<file path="src/rtl/ffl_pkg.sv">
package ffl_pkg;

    typedef enum logic [1:0] {
        FK_NONE  = 2'd0,
        FK_ADDR  = 2'd1,
        FK_PTW   = 2'd2,
        FK_OTHER = 2'd3
    } fault_kind_e;

    typedef enum logic [1:0] {
        EW_8  = 2'd0,
        EW_16 = 2'd1,
        EW_32 = 2'd2,
        EW_64 = 2'd3
    } ew_code_e;

    typedef struct packed {
        logic        trap;
        logic        trim;
        fault_kind_e kind;
    } verdict_t;

    function automatic logic carries_addr(fault_kind_e k);
        return (k == FK_ADDR) || (k == FK_PTW);
    endfunction

    // Byte-size shift for an element width code equals the code itself.
    function automatic logic [1:0] size_shift(ew_code_e ew);
        return 2'(ew);
    endfunction

endpackage

</file>
<file path="src/rtl/ffl_index_calc.sv">
module ffl_index_calc
    import ffl_pkg::*;
#(
    parameter int ADDR_W = 32,
    parameter int CNT_W  = 5
) (
    input  logic [ADDR_W-1:0] base_addr,
    input  logic [ADDR_W-1:0] fault_addr,
    input  ew_code_e          ew,
    input  logic [CNT_W-1:0]  active_cnt,
    input  logic              has_addr,
    output logic [CNT_W-1:0]  elem_idx,
    output logic              raw_zero
);
    logic [ADDR_W-1:0] byte_off;
    logic [ADDR_W-1:0] elem_off;
    logic [ADDR_W-1:0] cnt_ext;

    always_comb begin
        byte_off = fault_addr - base_addr;
        elem_off = byte_off >> size_shift(ew);
        cnt_ext  = ADDR_W'(active_cnt);
        raw_zero = has_addr && (elem_off == '0);
        if (!has_addr || (elem_off >= cnt_ext)) begin
            elem_idx = active_cnt;
        end else begin
            elem_idx = elem_off[CNT_W-1:0];
        end
    end
endmodule

</file>
<file path="src/rtl/ffl_fault_decide.sv">
module ffl_fault_decide
    import ffl_pkg::*;
#(
    parameter int MIDX_W = 3
) (
    input  fault_kind_e       kind,
    input  logic [MIDX_W-1:0] micro_idx,
    input  logic              raw_zero,
    output verdict_t          verdict
);
    always_comb begin
        verdict = '{trap: 1'b0, trim: 1'b0, kind: FK_NONE};
        unique case (kind)
            FK_NONE: ;
            FK_OTHER: begin
                verdict.trap = 1'b1;
                verdict.kind = kind;
            end
            default: begin
                if ((micro_idx == '0) && raw_zero) begin
                    verdict.trap = 1'b1;
                    verdict.kind = kind;
                end else begin
                    verdict.trim = 1'b1;
                end
            end
        endcase
    end
endmodule

</file>
<file path="src/rtl/ffl_wen_gen.sv">
module ffl_wen_gen #(
    parameter int ELEMS = 16,
    parameter int CNT_W = 5
) (
    input  logic             all_active,
    input  logic [ELEMS-1:0] mask,
    input  logic [CNT_W-1:0] active_cnt,
    input  logic [CNT_W-1:0] fault_idx,
    input  logic             trap,
    output logic [ELEMS-1:0] wr_en
);
    localparam int IW = (CNT_W > $clog2(ELEMS)) ? CNT_W : $clog2(ELEMS) + 1;

    for (genvar g = 0; g < ELEMS; g++) begin : g_elem
        localparam logic [IW-1:0] POS = IW'(g);
        logic below_cnt;
        logic below_fault;
        assign below_cnt   = POS < IW'(active_cnt);
        assign below_fault = POS < IW'(fault_idx);
        assign wr_en[g] = (all_active || mask[g]) && below_cnt && below_fault && !trap;
    end
endmodule

</file>
<file path="src/rtl/ff_load_filter.sv">
module ff_load_filter
    import ffl_pkg::*;
#(
    parameter int ADDR_W = 32,
    parameter int MIDX_W = 3,
    parameter int ELEMS  = 16,
    parameter int CNT_W  = $clog2(ELEMS + 1)
) (
    input  logic              clk,
    input  logic              rst,
    input  logic              issue_i,
    input  logic              resp_valid_i,
    input  logic [ADDR_W-1:0] base_addr_i,
    input  logic [MIDX_W-1:0] micro_idx_i,
    input  logic [CNT_W-1:0]  active_cnt_i,
    input  logic [1:0]        ew_code_i,
    input  logic [1:0]        fault_kind_i,
    input  logic [ADDR_W-1:0] fault_addr_i,
    input  logic              all_active_i,
    input  logic [ELEMS-1:0]  mask_i,
    output logic              res_valid_o,
    output logic              trap_o,
    output logic [1:0]        trap_kind_o,
    output logic              trim_o,
    output logic [CNT_W-1:0]  fault_idx_o,
    output logic [ELEMS-1:0]  wr_en_o
);
    fault_kind_e       kind;
    ew_code_e          ew;
    logic              has_addr;
    logic [CNT_W-1:0]  elem_idx;
    logic              raw_zero;
    verdict_t          verdict;
    logic [ELEMS-1:0]  wen_next;

    assign kind     = fault_kind_e'(fault_kind_i);
    assign ew       = ew_code_e'(ew_code_i);
    assign has_addr = carries_addr(kind);

    ffl_index_calc #(.ADDR_W(ADDR_W), .CNT_W(CNT_W)) u_idx (
        .base_addr (base_addr_i),
        .fault_addr(fault_addr_i),
        .ew        (ew),
        .active_cnt(active_cnt_i),
        .has_addr  (has_addr),
        .elem_idx  (elem_idx),
        .raw_zero  (raw_zero)
    );

    ffl_fault_decide #(.MIDX_W(MIDX_W)) u_dec (
        .kind     (kind),
        .micro_idx(micro_idx_i),
        .raw_zero (raw_zero),
        .verdict  (verdict)
    );

    ffl_wen_gen #(.ELEMS(ELEMS), .CNT_W(CNT_W)) u_wen (
        .all_active(all_active_i),
        .mask      (mask_i),
        .active_cnt(active_cnt_i),
        .fault_idx (elem_idx),
        .trap      (verdict.trap),
        .wr_en     (wen_next)
    );

    always_ff @(posedge clk) begin
        if (rst) begin
            res_valid_o <= 1'b0;
            trap_o      <= 1'b0;
            trap_kind_o <= 2'd0;
            trim_o      <= 1'b0;
            fault_idx_o <= '0;
            wr_en_o     <= '0;
        end else if (resp_valid_i) begin
            res_valid_o <= 1'b1;
            trap_o      <= verdict.trap;
            trap_kind_o <= 2'(verdict.kind);
            trim_o      <= verdict.trim;
            fault_idx_o <= elem_idx;
            wr_en_o     <= wen_next;
        end else if (issue_i) begin
            res_valid_o <= 1'b0;
            trap_o      <= 1'b0;
            trap_kind_o <= 2'd0;
            trim_o      <= 1'b0;
            fault_idx_o <= active_cnt_i;
            wr_en_o     <= '0;
        end else begin
            res_valid_o <= 1'b0;
        end
    end

    // an address-carrying fault may never point below the base address
    assert_addr_not_below_base_R9: assert property (@(posedge clk) disable iff (rst)
        (resp_valid_i && has_addr) |-> (fault_addr_i >= base_addr_i));

    // suppression and trap are exclusive
    assert_trim_trap_excl_R3: assert property (@(posedge clk) disable iff (rst)
        !(trim_o && trap_o));

    // a taken trap writes no element
    assert_trap_no_write_R6: assert property (@(posedge clk) disable iff (rst)
        trap_o |-> (wr_en_o == '0));

    // never more writes than the fault position allows
    assert_wen_bound_R6: assert property (@(posedge clk) disable iff (rst)
        ($countones(wr_en_o) <= int'(fault_idx_o)));

    // a result strobe only follows a sampled response
    assert_valid_after_resp_R7: assert property (@(posedge clk) disable iff (rst)
        res_valid_o |-> $past(resp_valid_i));

    // issue alone clears the verdict
    assert_issue_clears_R8: assert property (@(posedge clk) disable iff (rst)
        (issue_i && !resp_valid_i) |=> (!res_valid_o && !trim_o && !trap_o && wr_en_o == '0));

    // a clean response reports the full active count
    assert_clean_full_count_R2: assert property (@(posedge clk) disable iff (rst)
        (resp_valid_i && fault_kind_i == 2'd0) |=>
            (!trim_o && !trap_o && fault_idx_o == $past(active_cnt_i)));
endmodule

</file>
<file path="config.mk">
export PLATFORM = sky130hd
export DESIGN_NAME = ff_load_filter
export DESIGN_NICKNAME = d
export VERILOG_FILES = /design/src/rtl/ffl_pkg.sv /design/src/rtl/ffl_index_calc.sv /design/src/rtl/ffl_fault_decide.sv /design/src/rtl/ffl_wen_gen.sv /design/src/rtl/ff_load_filter.sv
export SDC_FILE = /design/constraint.sdc
export NUM_CORES = 1
export LEC_CHECK = 0
export ABC_AREA = 1
export BUFFER_PORTS_ARGS = -buffer_cell sky130_fd_sc_hd__buf_2
export CAP_MARGIN = 20
export CORE_UTILIZATION = 30
export CTS_CLUSTER_DIAMETER = 60
export DETAILED_ROUTE_END_ITERATION = 16
export PLACE_DENSITY_LB_ADDON = 0.12
export SETUP_SLACK_MARGIN = 0.5
export SYNTH_ARGS = -nofsm -noshare
export SYNTH_HDL_FRONTEND = slang
export SYNTH_SLANG_ARGS = --single-unit
export TNS_END_PERCENT = 20
</file>
<file path="constraint.sdc">
create_clock -name clk -period 4.7 [get_ports clk]
set_input_delay 0.47 -clock clk [delete_from_list [all_inputs] [get_ports clk]]
set_output_delay 0.47 -clock clk [all_outputs]
set_load 0.005 [all_outputs]
</file>
# Yosys cells after proc, flatten, opt, wreduce, memory -nomap -nowiden
# Cells that the tools add are included.
# word_totals
reg_bits	26
latch_bits	0
mem_bits_rw	0
romBits	0
in_bits	97
out_inout_bits	26
wordCells	136
mem_count	0
# op_classes
n_addsub	1
n_mul	0
div	0
magnitude_cmp	33
n_eq_ne	3
shift	1
n_mux	17
bitwise_logic	0
n_reduce_logical	75
# ops
op	n
$lt 4x5->1 const A	16
$logic_and 1x1->1	50
$lt 3x5->1 const A	8
$ge 32x5->1	1
$logic_not 32->1	1
$mux 16	2
$shr 32x2->32	1
$sub 32x32->32	1
$lt 1x5->1 const A	4
$lt 2x5->1 const A	4
$logic_or 1x1->1	18
$mux 5	3
$mux 1	7
$mux 2	3
$eq 2x2->1 const B	2
$pmux 2 s2	1
$logic_not 3->1	1
$eq 2x1->1 const B	1
$logic_not 1->1	2
$logic_not 2->1	1
$pmux 1 s2	1
$reduce_bool 2->1	1
$reduce_or 2->1	1

# Longest topological paths before layout
# depth
ltp_word	10
depth_mapped	31
depth_no_buf	31

# Hierarchy
# A second synthesis with hierarchy kept.
# unflattened
hier_cells	1013
hier_area_um2	5073.6
# by_module_without_submodules
mod	n_inst	cells_each	area_per_inst_um2	seq_area_each_um2
ffl_index_calc	1	745	3468.3	0.0
ff_load_filter	1	140	1038.5	520.5
ffl_wen_gen	1	115	496.7	0.0
ffl_fault_decide	1	13	70.1	0.0

# Least setup slack after synthesis
# No wires, ideal clock.
# synth_timing
path_type	input -> register
start	in fault_addr_i[0]
end	reg wr_en_o[2]
setup_time_ns	0.132
t_arrival_ns	3.508
required_ns	4.568
setup_slack_ns	1.059
path_stages	27
path_buffers	0
cell_sequence	inv_1 -> ha_1 -> fa_1 -> inv_1 -> nand3_1 -> nand2_2 -> nand2_1 -> nand3_1 -> nand2_1 -> nand2_1 -> nand2_1 -> o21ai_0 -> ha_1 -> nand2_1 -> o21ai_0 -> o21ai_0 -> nand3b_1 -> nor2_1 -> nand3_1 -> clkinv_2 -> nand2_2 -> nand2_1 -> nand2_2 -> nor2_2 -> nand2_1 -> o21ai_0 -> a21oi_1
# synth_via
elab_chain_cells	10
word_cells_on_any_way	15
cone_classes	add/sub: 1; order compare: 2; shift: 1; mux: 4; reduce/logical: 7
# synth_lines
element	line	text
start, declared	ff_load_filter.sv:18	input logic [ADDR_W-1:0] fault_addr_i,
$sub 32x32->32 *	ffl_index_calc.sv:20	byte_off = fault_addr - base_addr;
$shr 32x2->32 *	ffl_index_calc.sv:21	elem_off = byte_off >> size_shift(ew);
parallel branches: the longest is 6 deep, another holds $ge 32x5->1	n/a	
$logic_and 1x1->1 *	ffl_wen_gen.sv:20	assign wr_en[g] = (all_active || mask[g]) && below_cnt && below_fault && !trap;
$mux 16 *	ff_load_filter.sv:74	end else if (resp_valid_i) begin
end signal, assigned	ff_load_filter.sv:80	wr_en_o <= wen_next;
end, declared	ff_load_filter.sv:26	output logic [ELEMS-1:0] wr_en_o
# Mark *: on every way between the ends.
# A chain may end at the register's enable or synchronous reset.

# Worst setup path in the final report
# layout_timing
start	in base_addr_i[2]
end	reg wr_en_o[6]
# layout_via
elab_chain_cells	10
word_cells_on_any_way	15
cone_classes	add/sub: 1; order compare: 2; shift: 1; mux: 4; reduce/logical: 7
# layout_lines
element	line	text
start, declared	ff_load_filter.sv:13	input logic [ADDR_W-1:0] base_addr_i,
$sub 32x32->32 *	ffl_index_calc.sv:20	
$shr 32x2->32 *	ffl_index_calc.sv:21	
parallel branches: the longest is 6 deep, another holds $ge 32x5->1	n/a	
$logic_and 1x1->1 *	ffl_wen_gen.sv:20	
$mux 16 *	ff_load_filter.sv:74	
# Marks and branches as above.

==> qor.txt <==
=================================================================================
Area after detailed placement                                           5650 um^2
Period utilisation layout                                                   81.8%
Number of top-level pins                                                      123
Measured slew at the worst slew-check pin                                0.547 ns
Initial drt markers                                                           245
Number of flops mapped to enable cells by yosys                                 0
H-tree depth                                                                    1
Post-synthesis adder-cell area fraction                                     10.3%
Worst Path Class, Setup                                                    in2reg
Fin cells                                                                    1270
Number of max-slew violations in the final report                               0
Clock period minus worst slack                                            3.85 ns
WL final                                                                 15500 um
Number of antenna repair diodes                                                 0
Post-synthesis mux area share                                                  0%
Inserted Clock Buffers                                                          3
Clock tree from TritonCTS                                                     yes
Vias/cell                                                                    4.55
Cell at the slowest stage of the critical path                               ha_1
Worst path most repeated cell                                               inv_1
Compound-Gate Fraction of Synth Area                                        11.2%
Worst Skew                                                                   0 ns
Cell type with the largest total area after synthesis                     nand2_1
Dominant combinational cell family by area after synthesis           simple AND/OR/NAND/NOR gates
Syn Nets                                                                     1073
Placed insts                                                                 1261
Hold Vio Cnt, Final                                                             0
Number of fill cells                                                         1878
CTS Buffer Depth                                                                2
Number of antenna violations at the first check in global routing               0
Height of the die                                                          129 um
Library cell used as clock root buffer                                  clkbuf_16
Hold slack                                                               0.462 ns
Minimum setup slack in the final design                                  0.854 ns
Final estimated routing congestion in global placement                      0.886
Class of the worst hold path                                              reg2reg
Async set-reset flop share out of synthesis                                    0%
Worst-path fanout max                                                           6
Port Buf Inserts                                                              122
Relative max-transition margin                                              63.5%
Clock network latency to the later pin of the worst-skew pair             0.26 ns
Mapped Area                                                             4810 um^2
Via count                                                                    5781
RSZ-0062 raised after global routing                                        false
Area share of and/or/nand/nor cells after synthesis                         51.0%
Final setup violation count                                                     0
Number of sinks handled by clock tree synthesis                                26
Detailed Routing Iterations Pass 1                                              5
Worst IR Drop VDD                                                      0.000122 V
Leakage power summed over all cells                                       3.49 nW
Core area                                                              15400 um^2
Required time of the critical path                                        4.84 ns
Average footprint of a synthesized cell                                 5.14 um^2
Combined global-route utilization of all metal layers                       19.0%
Largest cells by area after synthesis                                nand2_1, inv_1, dfxtp_1
Status                                                               finished, final reports clean
Final routed wire length divided by cell count                            12.2 um
CP max stage delay                                                        0.37 ns
Maximum number of pins on one net before global-route repair                   27
Achievable Freq                                                           260 MHz
Share of cells above drive strength 1                                       18.0%
Pre-CTS setup slack                                                      0.439 ns
Cells after Synth                                                             937
Wire length of the first global-routing pass                             25300 um
Sequential cell area in the final layout                                 520 um^2
Row cnt                                                                        45
Total of warnings raised by yosys                                               0
Proportion of synthesized chip area in sequential cells                     10.8%
Type of destination of the critical path                                flip-flop
Total Die Area                                                         16600 um^2
Kind of start point of the critical path                                input pin
Total congestion overflow after global routing                                  0
Cell variety after synth                                                       41
Remaining routing DRC violations                                                0
Max-cap violations                                                              0
Clock-pin transition on the worst setup and hold timing paths             0.07 ns
Cell area after layout                                                  5820 um^2
Layout area overhead                                                        21.0%
Setup total negative slack                                                   0 ns
Portion of synthesized cell area occupied by the leading cell type          26.2%
Xor/xnor share of the synthesized area                                      1.09%
Combined area of the multi-input logic cells                            3570 um^2
Number of global-route vias before repair                                    5203
Flops & latches, synth                                                         26
CP Data Arrival Time                                                      3.99 ns
Starting density of the core                                                31.2%
Number of nets with antenna violations after routing                            0
Post-CTS Hold Buffers                                                           0
Final net count                                                              1196
Pwr per Cell Area                                                     182 nW/um^2
DP HPWL                                                                  13500 um
Width of the chip                                                          129 um
Leading register cell type out of synthesis                               dfxtp_1
=================================================================================
cell usage after synthesis (3+ instances only):
library cell  count
a21oi_1          43
a21oi_2           4
a311oi_1          3
clkbuf_1          7
dfxtp_1          26
ha_1             38
inv_1           185
nand2_1         336
nand2_2          24
nand3_1          75
nand3_2           4
nand3b_1         10
nand4_1           8
nor2_1           93
nor2_2           12
nor3_1            7
o211ai_1          5
o21ai_0          26
xnor2_1           3
xor2_1            3
registers in the layout, indices dropped and copies added (netlist names):
signal,cells
fault_idx_o,5
res_valid_o,1
trap_kind_o,2
trap_o,1
trim_o,1
wr_en_o,16
layer usage:
layer	vias up	routed length, um	track usage, %
li1	3138	-	-
met1	2484	7310	24.9
met2	141	7340	34.2
met3	18	571	1.04
met4	0	301	4.08
met5	-	0	0
placed cells by master, fill, tap and decap left out, types with 2 or more instances in the layout:
master	instances
o21ai_0	24
nand3_2	5
nand2_1	330
xor2_1	3
o21bai_1	2
a311oi_1	3
nor3_1	7
o21ai_1	4
nor2_2	13
dfxtp_1	26
nand3_1	74
nand4_1	8
buf_4	5
o211ai_1	5
clkbuf_16	3
a21oi_1	43
o21a_1	2
inv_1	185
nand2_2	29
nand3b_1	10
nor2_1	92
o22ai_1	2
xnor2_1	3
ha_1	38
a21oi_2	4
buf_2	122
logic make-up after synthesis:
logic type                 Yosys count
AOI/OAI and AO/OA                   94
xor gates and xnor gates             6
adders and majority gates           39
buffers and inverters              198
DFF                                 26
and+or+nand+nor                    574
path summary, 6_finish.rpt:
check                 start             end  slack (ns)  depth (start not counted)
min reg2reg      wr_en_o[7]      wr_en_o[7]        0.46                          2
min              wr_en_o[7]      wr_en_o[7]        0.46                          2
max          base_addr_i[2]      wr_en_o[6]        0.85                         31
max reg2reg  fault_idx_o[2]  fault_idx_o[2]        3.90                          4
per-stage QoR:
| step | power (W) | utilization [%] |
|---|---|---|
| finish | 0.00106 | 37.7 |
| global route | 0.00117 | 37.7 |
| CTS | 0.00107 | 37.3 |
| detailed placement | 0.000814 | 36.6 |
| global placement | 0.000817 | 36.6 |
| floorplan | 0.000644 | - |
layout make-up:
cell class / instances / share of cell area (%)
inverter: 188 / 12.2
timing repair inverter: 1 / 0.129
sequential: 26 / 8.94
multi-input combinational: 713 / 61.3
timing repair buffer: 127 / 11.1
clock buffer: 3 / 1.29
clock inverter: 1 / 0.516
tap: 211 / 4.53
where the power goes:
part	switching, W	leakage, nW	internal, W
Sequential	0.00000590	0.214	0.000233
Combinational	0.000361	3.22	0.000208
Clock	0.0000845	0.0511	0.000170
Total	0.000452	3.49	0.000611
critical path, delay by kind of cell:
kind | cells | cell delay [ns]
AO/OA/AOI/OAI | 6 | 0.91
AND/OR/NAND/NOR | 14 | 1.22
buffers and inverters | 8 | 0.58
adder cells (fa/ha/maj) | 2 | 0.64
XOR/XNOR | 1 | 0.15
timing repair:
item	in CTS	in global routing
buffers inserted	0	4
setup endpoints to repair	0	17
gates resized for setup	0	13
No activity file was read; power rests on OpenSTA's default activity.
